[config.mk]
export PLATFORM = sky130hd
export DESIGN_NAME = tri_stage_seq
export DESIGN_NICKNAME = d
export VERILOG_FILES = /design/src/rtl/seq_pkg.sv /design/src/rtl/seq_fetch.sv /design/src/rtl/seq_decode.sv /design/src/rtl/seq_execute.sv /design/src/rtl/tri_stage_seq.sv
export SDC_FILE = /design/constraint.sdc
export NUM_CORES = 1
export LEC_CHECK = 0
export CAP_MARGIN = 20
export CELL_PAD_IN_SITES_DETAIL_PLACEMENT = 0
export CELL_PAD_IN_SITES_GLOBAL_PLACEMENT = 1
export CORE_ASPECT_RATIO = 0.7
export CORE_MARGIN = 5
export CORE_UTILIZATION = 43
export CTS_BUF_LIST = sky130_fd_sc_hd__clkbuf_8
export DETAILED_ROUTE_END_ITERATION = 8
export GPL_ROUTABILITY_DRIVEN = 1
export PLACE_DENSITY = 0.95
export SETUP_SLACK_MARGIN = 0.3
export SYNTH_ARGS = -nofsm -noshare
export SYNTH_HDL_FRONTEND = slang
export SYNTH_SLANG_ARGS = --single-unit
[constraint.sdc]
create_clock -name clk -period 6.7 [get_ports clk]
set_clock_uncertainty 0.15 [all_clocks]
set_input_delay 1.34 -clock clk [delete_from_list [all_inputs] [get_ports clk]]
set_output_delay 1.34 -clock clk [all_outputs]
set_load 0.05 [all_outputs]
[src/rtl/seq_pkg.sv]
package seq_pkg;
  parameter int unsigned XLEN = 32;
  localparam int unsigned CLS_TOP = XLEN - 1;

  typedef enum logic [1:0] {
    CLS_ALU    = 2'b00,
    CLS_STORE  = 2'b01,
    CLS_BRANCH = 2'b10,
    CLS_ALU_B  = 2'b11
  } op_class_e;

  // Distance between consecutive instructions.
  function automatic logic [XLEN-1:0] fetch_step(input logic half);
    return half ? XLEN'(2) : XLEN'(4);
  endfunction

  // Counter value seen by execute: two steps ahead, three on the late cycle.
  function automatic logic [XLEN-1:0] pc_view(input logic [XLEN-1:0] own,
                                               input logic half,
                                               input logic late);
    logic [XLEN-1:0] s;
    s = fetch_step(half);
    return late ? own + s + s + s : own + s + s;
  endfunction

  function automatic op_class_e class_of(input logic [XLEN-1:0] w);
    return op_class_e'(w[CLS_TOP -: 2]);
  endfunction
endpackage

[src/rtl/seq_fetch.sv]
module seq_fetch
  import seq_pkg::*;
(
  input  logic            clk,
  input  logic            rst_n,
  input  logic            half_mode,
  input  logic            mem_wait,
  input  logic            port_busy,
  input  logic            ex_hold,
  input  logic            redirect,
  input  logic [XLEN-1:0] target,
  output logic [XLEN-1:0] pc_q,
  output logic            fetch_done
);
  logic pipe_open;

  assign pipe_open  = !port_busy && !ex_hold;
  assign fetch_done = pipe_open && !mem_wait && !redirect;

  always_ff @(posedge clk or negedge rst_n) begin
    if (!rst_n)          pc_q <= '0;
    else if (redirect)   pc_q <= target;
    else if (fetch_done) pc_q <= pc_q + fetch_step(half_mode);
  end

  p_pc_hold_r2: assert property (@(posedge clk) disable iff (!rst_n)
    (!fetch_done && !redirect) |=> (pc_q == $past(pc_q)));

  p_pc_step_r2: assert property (@(posedge clk) disable iff (!rst_n)
    fetch_done |=> (pc_q == $past(pc_q) + fetch_step($past(half_mode))));

  p_redirect_pc_r7: assert property (@(posedge clk) disable iff (!rst_n)
    redirect |=> (pc_q == $past(target)));
endmodule

[src/rtl/seq_decode.sv]
module seq_decode
  import seq_pkg::*;
(
  input  logic            clk,
  input  logic            rst_n,
  input  logic            fetch_done,
  input  logic            redirect,
  input  logic            ex_hold,
  input  logic [XLEN-1:0] fetch_word,
  input  logic [XLEN-1:0] fetch_addr,
  output logic            dec_valid,
  output logic [XLEN-1:0] dec_instr,
  output logic [XLEN-1:0] dec_addr
);
  always_ff @(posedge clk or negedge rst_n) begin
    if (!rst_n) begin
      dec_valid <= 1'b0;
      dec_instr <= '0;
      dec_addr  <= '0;
    end else if (redirect) begin
      dec_valid <= 1'b0;
    end else if (!ex_hold) begin
      dec_valid <= fetch_done;
      if (fetch_done) begin
        dec_instr <= fetch_word;
        dec_addr  <= fetch_addr;
      end
    end
  end

  p_dec_hold_r6: assert property (@(posedge clk) disable iff (!rst_n)
    (ex_hold && !redirect) |=> ($stable(dec_valid) && $stable(dec_addr) && $stable(dec_instr)));

  p_dec_flush_r7: assert property (@(posedge clk) disable iff (!rst_n)
    redirect |=> !dec_valid);
endmodule

[src/rtl/seq_execute.sv]
module seq_execute
  import seq_pkg::*;
(
  input  logic            clk,
  input  logic            rst_n,
  input  logic            half_mode,
  input  logic            br_go,
  input  logic            dec_valid,
  input  logic [XLEN-1:0] dec_instr,
  input  logic [XLEN-1:0] dec_addr,
  output logic            ex_valid,
  output logic [XLEN-1:0] ex_instr,
  output logic [XLEN-1:0] ex_addr,
  output logic            ex_hold,
  output logic            port_busy,
  output logic            redirect,
  output logic            retire,
  output logic [XLEN-1:0] pc_read,
  output logic            pc_undef
);
  op_class_e cls;
  logic      phase_q;
  logic      is_store;

  assign cls       = class_of(ex_instr);
  assign is_store  = ex_valid && (cls == CLS_STORE);
  assign ex_hold   = is_store && !phase_q;
  assign port_busy = is_store && phase_q;
  assign redirect  = ex_valid && (cls == CLS_BRANCH) && br_go;
  assign retire    = ex_valid && !ex_hold;
  assign pc_undef  = ex_valid && phase_q;
  assign pc_read   = pc_view(ex_addr, half_mode, phase_q);

  always_ff @(posedge clk or negedge rst_n) begin
    if (!rst_n) begin
      ex_valid <= 1'b0;
      ex_instr <= '0;
      ex_addr  <= '0;
      phase_q  <= 1'b0;
    end else if (redirect) begin
      ex_valid <= 1'b0;
      phase_q  <= 1'b0;
    end else if (ex_hold) begin
      phase_q  <= 1'b1;
    end else begin
      ex_valid <= dec_valid;
      ex_instr <= dec_instr;
      ex_addr  <= dec_addr;
      phase_q  <= 1'b0;
    end
  end

  p_store_two_r5: assert property (@(posedge clk) disable iff (!rst_n)
    ex_hold |=> (port_busy && pc_undef && $stable(ex_addr)));

  p_late_leaves_r5: assert property (@(posedge clk) disable iff (!rst_n)
    port_busy |=> !pc_undef);

  p_ex_flush_r7: assert property (@(posedge clk) disable iff (!rst_n)
    redirect |=> !ex_valid);
endmodule

[src/rtl/tri_stage_seq.sv]
module tri_stage_seq
  import seq_pkg::*;
(
  input  logic            clk,
  input  logic            rst_n,
  input  logic            half_mode,
  input  logic [XLEN-1:0] mem_rdata,
  input  logic            mem_wait,
  input  logic            br_go,
  input  logic [XLEN-1:0] br_target,
  output logic [XLEN-1:0] mem_addr,
  output logic            fetch_done,
  output logic            dport_busy,
  output logic            ex_valid,
  output logic [XLEN-1:0] ex_instr,
  output logic [XLEN-1:0] ex_addr,
  output logic [XLEN-1:0] ex_pc_read,
  output logic            ex_pc_undef,
  output logic            retire
);
  logic            ex_hold;
  logic            redirect;
  logic            dec_valid;
  logic [XLEN-1:0] dec_instr;
  logic [XLEN-1:0] dec_addr;

  seq_fetch u_fetch (
    .clk(clk), .rst_n(rst_n), .half_mode(half_mode), .mem_wait(mem_wait),
    .port_busy(dport_busy), .ex_hold(ex_hold), .redirect(redirect),
    .target(br_target), .pc_q(mem_addr), .fetch_done(fetch_done)
  );

  seq_decode u_decode (
    .clk(clk), .rst_n(rst_n), .fetch_done(fetch_done), .redirect(redirect),
    .ex_hold(ex_hold), .fetch_word(mem_rdata), .fetch_addr(mem_addr),
    .dec_valid(dec_valid), .dec_instr(dec_instr), .dec_addr(dec_addr)
  );

  seq_execute u_execute (
    .clk(clk), .rst_n(rst_n), .half_mode(half_mode), .br_go(br_go),
    .dec_valid(dec_valid), .dec_instr(dec_instr), .dec_addr(dec_addr),
    .ex_valid(ex_valid), .ex_instr(ex_instr), .ex_addr(ex_addr),
    .ex_hold(ex_hold), .port_busy(dport_busy), .redirect(redirect),
    .retire(retire), .pc_read(ex_pc_read), .pc_undef(ex_pc_undef)
  );

  p_busy_nofetch_r6: assert property (@(posedge clk) disable iff (!rst_n)
    dport_busy |-> !fetch_done);

  p_reset_r1: assert property (@(posedge clk)
    !rst_n |-> (mem_addr == '0 && !ex_valid && !retire));

  p_retire_valid_r3: assert property (@(posedge clk) disable iff (!rst_n)
    retire |-> ex_valid);
endmodule

==> results.yml <==
logic_synthesis:
  synth_top_area_cell: "dfrtp_1"
  ys_types: 58
  syn_inst: 720
  ys_seq_elements: 163
  synth_nets: 797
  synth_flop_cell: "dfrtp_1"
  synth_area_mm2: 0.00811
  avgSynthCellArea_um2: 11.3
  synthArstFlopShare_pct: 100
  ys_seq_area_share_pct: 50.3
  yosysWarnings: 0
  yosys-top-cells-area: "dfrtp_1, mux2_2, xnor2_1"
  synth.top_cell.area_share_pct: 50.3
  synth_edf_count: 0
setup_path:
  r2r_cells: 4
  crit_chain: "clkdlybuf4s50_1 -> ha_1 -> inv_1 -> fa_2 -> or2b_4 -> a2111oi_1 -> a41o_1 -> a31oi_1 -> nor4b_4 -> nand3_1 -> xnor2_1 -> buf_12"
  slowest_stage: "clkdlybuf4s50_1"
  start_kind: "input pin"
  crit_family: "simple AND/OR/NAND/NOR gates"
  cpPeakStageDelay_ns: 0.50
  critPathLaunch: "half_mode"
  crit_required_ns: 5.21
  arrival_ns: 4.70
  endpoint_kind: "output port"
  r2r_end: "u_execute.ex_instr[9]"
  path_class: "input pin to output port"
  ff2ff_setup_slack_ns: 3.53
  crit_fanout: 8
  path_buf_inv: 3
  r2r_start: "u_execute.ex_valid"
clock_network:
  cts_hold_buf: 0
  clock_path_buffers: 2
  numCtsBuffers: 17
  cts_sinks: 163
  cts_root_buf: "clkbuf_8"
  worstSkewPairLatency_ns: 0.45
  cts_tree: "built"
  cts_max_level: 4
  path_clk_slew_ns: 0.09
timing:
  setup_violations: 0
  rsz0062_at_grt: "no"
  fmax_ghz: 0.162
  worstMarginPinSlew_ns: 1.06
  post-route-period-util_pct: 92.4
  hold_viol_final: 0
  slew_headroom_pct: 28.9
  drv_slew: 0
  finalCriticalPeriod_ns: 6.19
  fin_setup_tns_ns: 0
placement:
  hpwl_um: 15700
  io_buffers: 201
  placed_cells: 1144
  gp_congestion: 0.839
grt:
  grt_remaining_overflow: 0
  first_global_vias: 6037
  groute.usage.overall_pct: 19.0
  grt_pass1_wl_um: 33400
  grt_max_degree: 109
  grt_antenna_before_repair: 0
pwr:
  swShare_pct: 48.6
  switching_power_mw: 3.10
  seq_power_share_pct: 30.6
  vdd_drop_max_mv: 0.344
  power_frac_comb_pct: 57.0
  p_per_area_mw_per_mm2: 573
  power.share.clock_pct: 12.4
  power.internal_mw: 3.28
  leakage_nw: 4.52
drt:
  wl_met3_um: 1230
  wl_met2_um: 9170
  postRouteAntennaNets: 0
  dr.first_iter.drc_count: 427
  drt-met1-wl_um: 10400
  highest_layer: "met4"
  vias: 6245
  wl_per_cell_um: 17.8
  drc: 0
  vias_per_cell: 5.29
  wirelength_um: 21000
  firstDrtPassIters: 4
cells_and_area:
  antenna_cells: 0
  drive_gt1_share_pct: 23.1
  fin_cells: 1180
  nets: 1002
  final_cell_mix: "clkdlybuf4s50_1, dfrtp_1, mux2_2, nand2_1, xnor2_1"
  syn_to_final_growth_pct: 37.3
  layout_commonest_cell: "clkdlybuf4s50_1"
outcome:
  status: "finished, final reports clean"
min_path:
  hold_depth: 2
  whs_endpoint: "u_execute.ex_addr[3]"
  min-delay-start: "u_decode.dec_addr[3]"
  hold_class: "register to register"
floorplan:
  die_w_um: 174
  die_h_um: 125
  ioPinCount: 202
  die_area_mm2: 0.0218
  core_mm2: 0.0187
  initial_core_util_pct: 43.4
  num_rows: 42
run:
  drv_cap: 0
-- repair_timing --
item	4_1_cts	5_1_grt
pin swaps	0	4
endpoints found under the setup margin	7	12
gates resized for setup	2	13
setup buffers	0	4
-- worst max path at each step --
stage                     depth (start not counted)  slack [ns]              to
after floorplan                                  10        0.68  ex_pc_read[30]
after global placement                           12        0.26  ex_pc_read[30]
after detailed placement                         12        0.21  ex_pc_read[30]
after CTS                                        12        0.29  ex_pc_read[30]
after global routing                             12        0.34  ex_pc_read[29]
final                                            12        0.51  ex_pc_read[28]
-- power groups by stage --
stage               Combinational [mW]  Clock [mW]  Sequential (mW)
finish                            3.64       0.790             1.95
global route                      3.82       0.852             2.02
CTS                               3.65       0.809             1.94
detailed placement                3.64           0             1.96
global placement                  3.59           0             1.93
floorplan                         1.50           0             2.74
-- state kept, by name, indices dropped and copies added, names as in the netlist --
signal              cells
u_decode.dec_addr      32
u_decode.dec_instr     32
u_decode.dec_valid      1
u_execute.ex_addr      32
u_execute.ex_instr     32
u_execute.ex_valid      1
u_execute.phase_q       1
u_fetch.pc_q           32
-- worst reg2reg max path, stage by stage (launching register included) --
cell,delay [ns]
dfrtp_1,0.43
and4b_2,0.60
nor2_4,0.97
buf_4,0.50
mux2_2,0.41
-- synth_stat cells, types with 10 or more instances --
master / n
xnor2_1: 45
dfrtp_1: 163
inv_1: 12
mux2_2: 122
nor3_1: 10
nor2b_1: 11
nand3_1: 21
nand4_1: 20
clkbuf_1: 17
xor2_1: 27
o21ai_0: 36
nor2_1: 31
nand2_1: 85
-- layout make-up --
type / count / area [µm²]
tap: 242 / 303
clock buffer: 17 / 234
clock inverter: 15 / 214
multi-input combinational: 516 / 3950
inverter: 13 / 48.8
timing repair buffer: 214 / 2300
fill: 1541 / 7570
sequential: 163 / 4080
-- per-stage QoR --
stage	setup WS, ns	instance area (µm²)	utilization, %	total power, mW	hold slack, ns
2_1_floorplan	0.679	8110	-	4.24	0.294
3_3_place_gp	0.261	10600	56.5	5.52	0.304
3_5_place_dp	0.208	10600	56.5	5.59	0.314
4_1_cts	0.289	11000	59.0	6.40	0.336
5_1_grt	0.341	11100	59.5	6.69	0.367
6_report	0.509	11100	59.5	6.38	0.336
-- cell families after synthesis --
family | after synthesis | synth area share [%]
muxes | 125 | 17.3
DFF | 163 | 50.3
and+or+nand+nor | 235 | 15.2
AOI/OAI and AO/OA | 76 | 5.96
adders and majority gates | 8 | 1.42
xor gates and xnor gates | 72 | 7.78
buffers and inverters | 41 | 2.04
-- metal layers --
layer / global-route usage [%] / vias up
met5: 0 / -
met4: 4.14 / 0
met1: 28.9 / 3070
met3: 4.82 / 17
li1: - / 2977
met2: 27.6 / 181
Power figures use the tool's default switching activity.
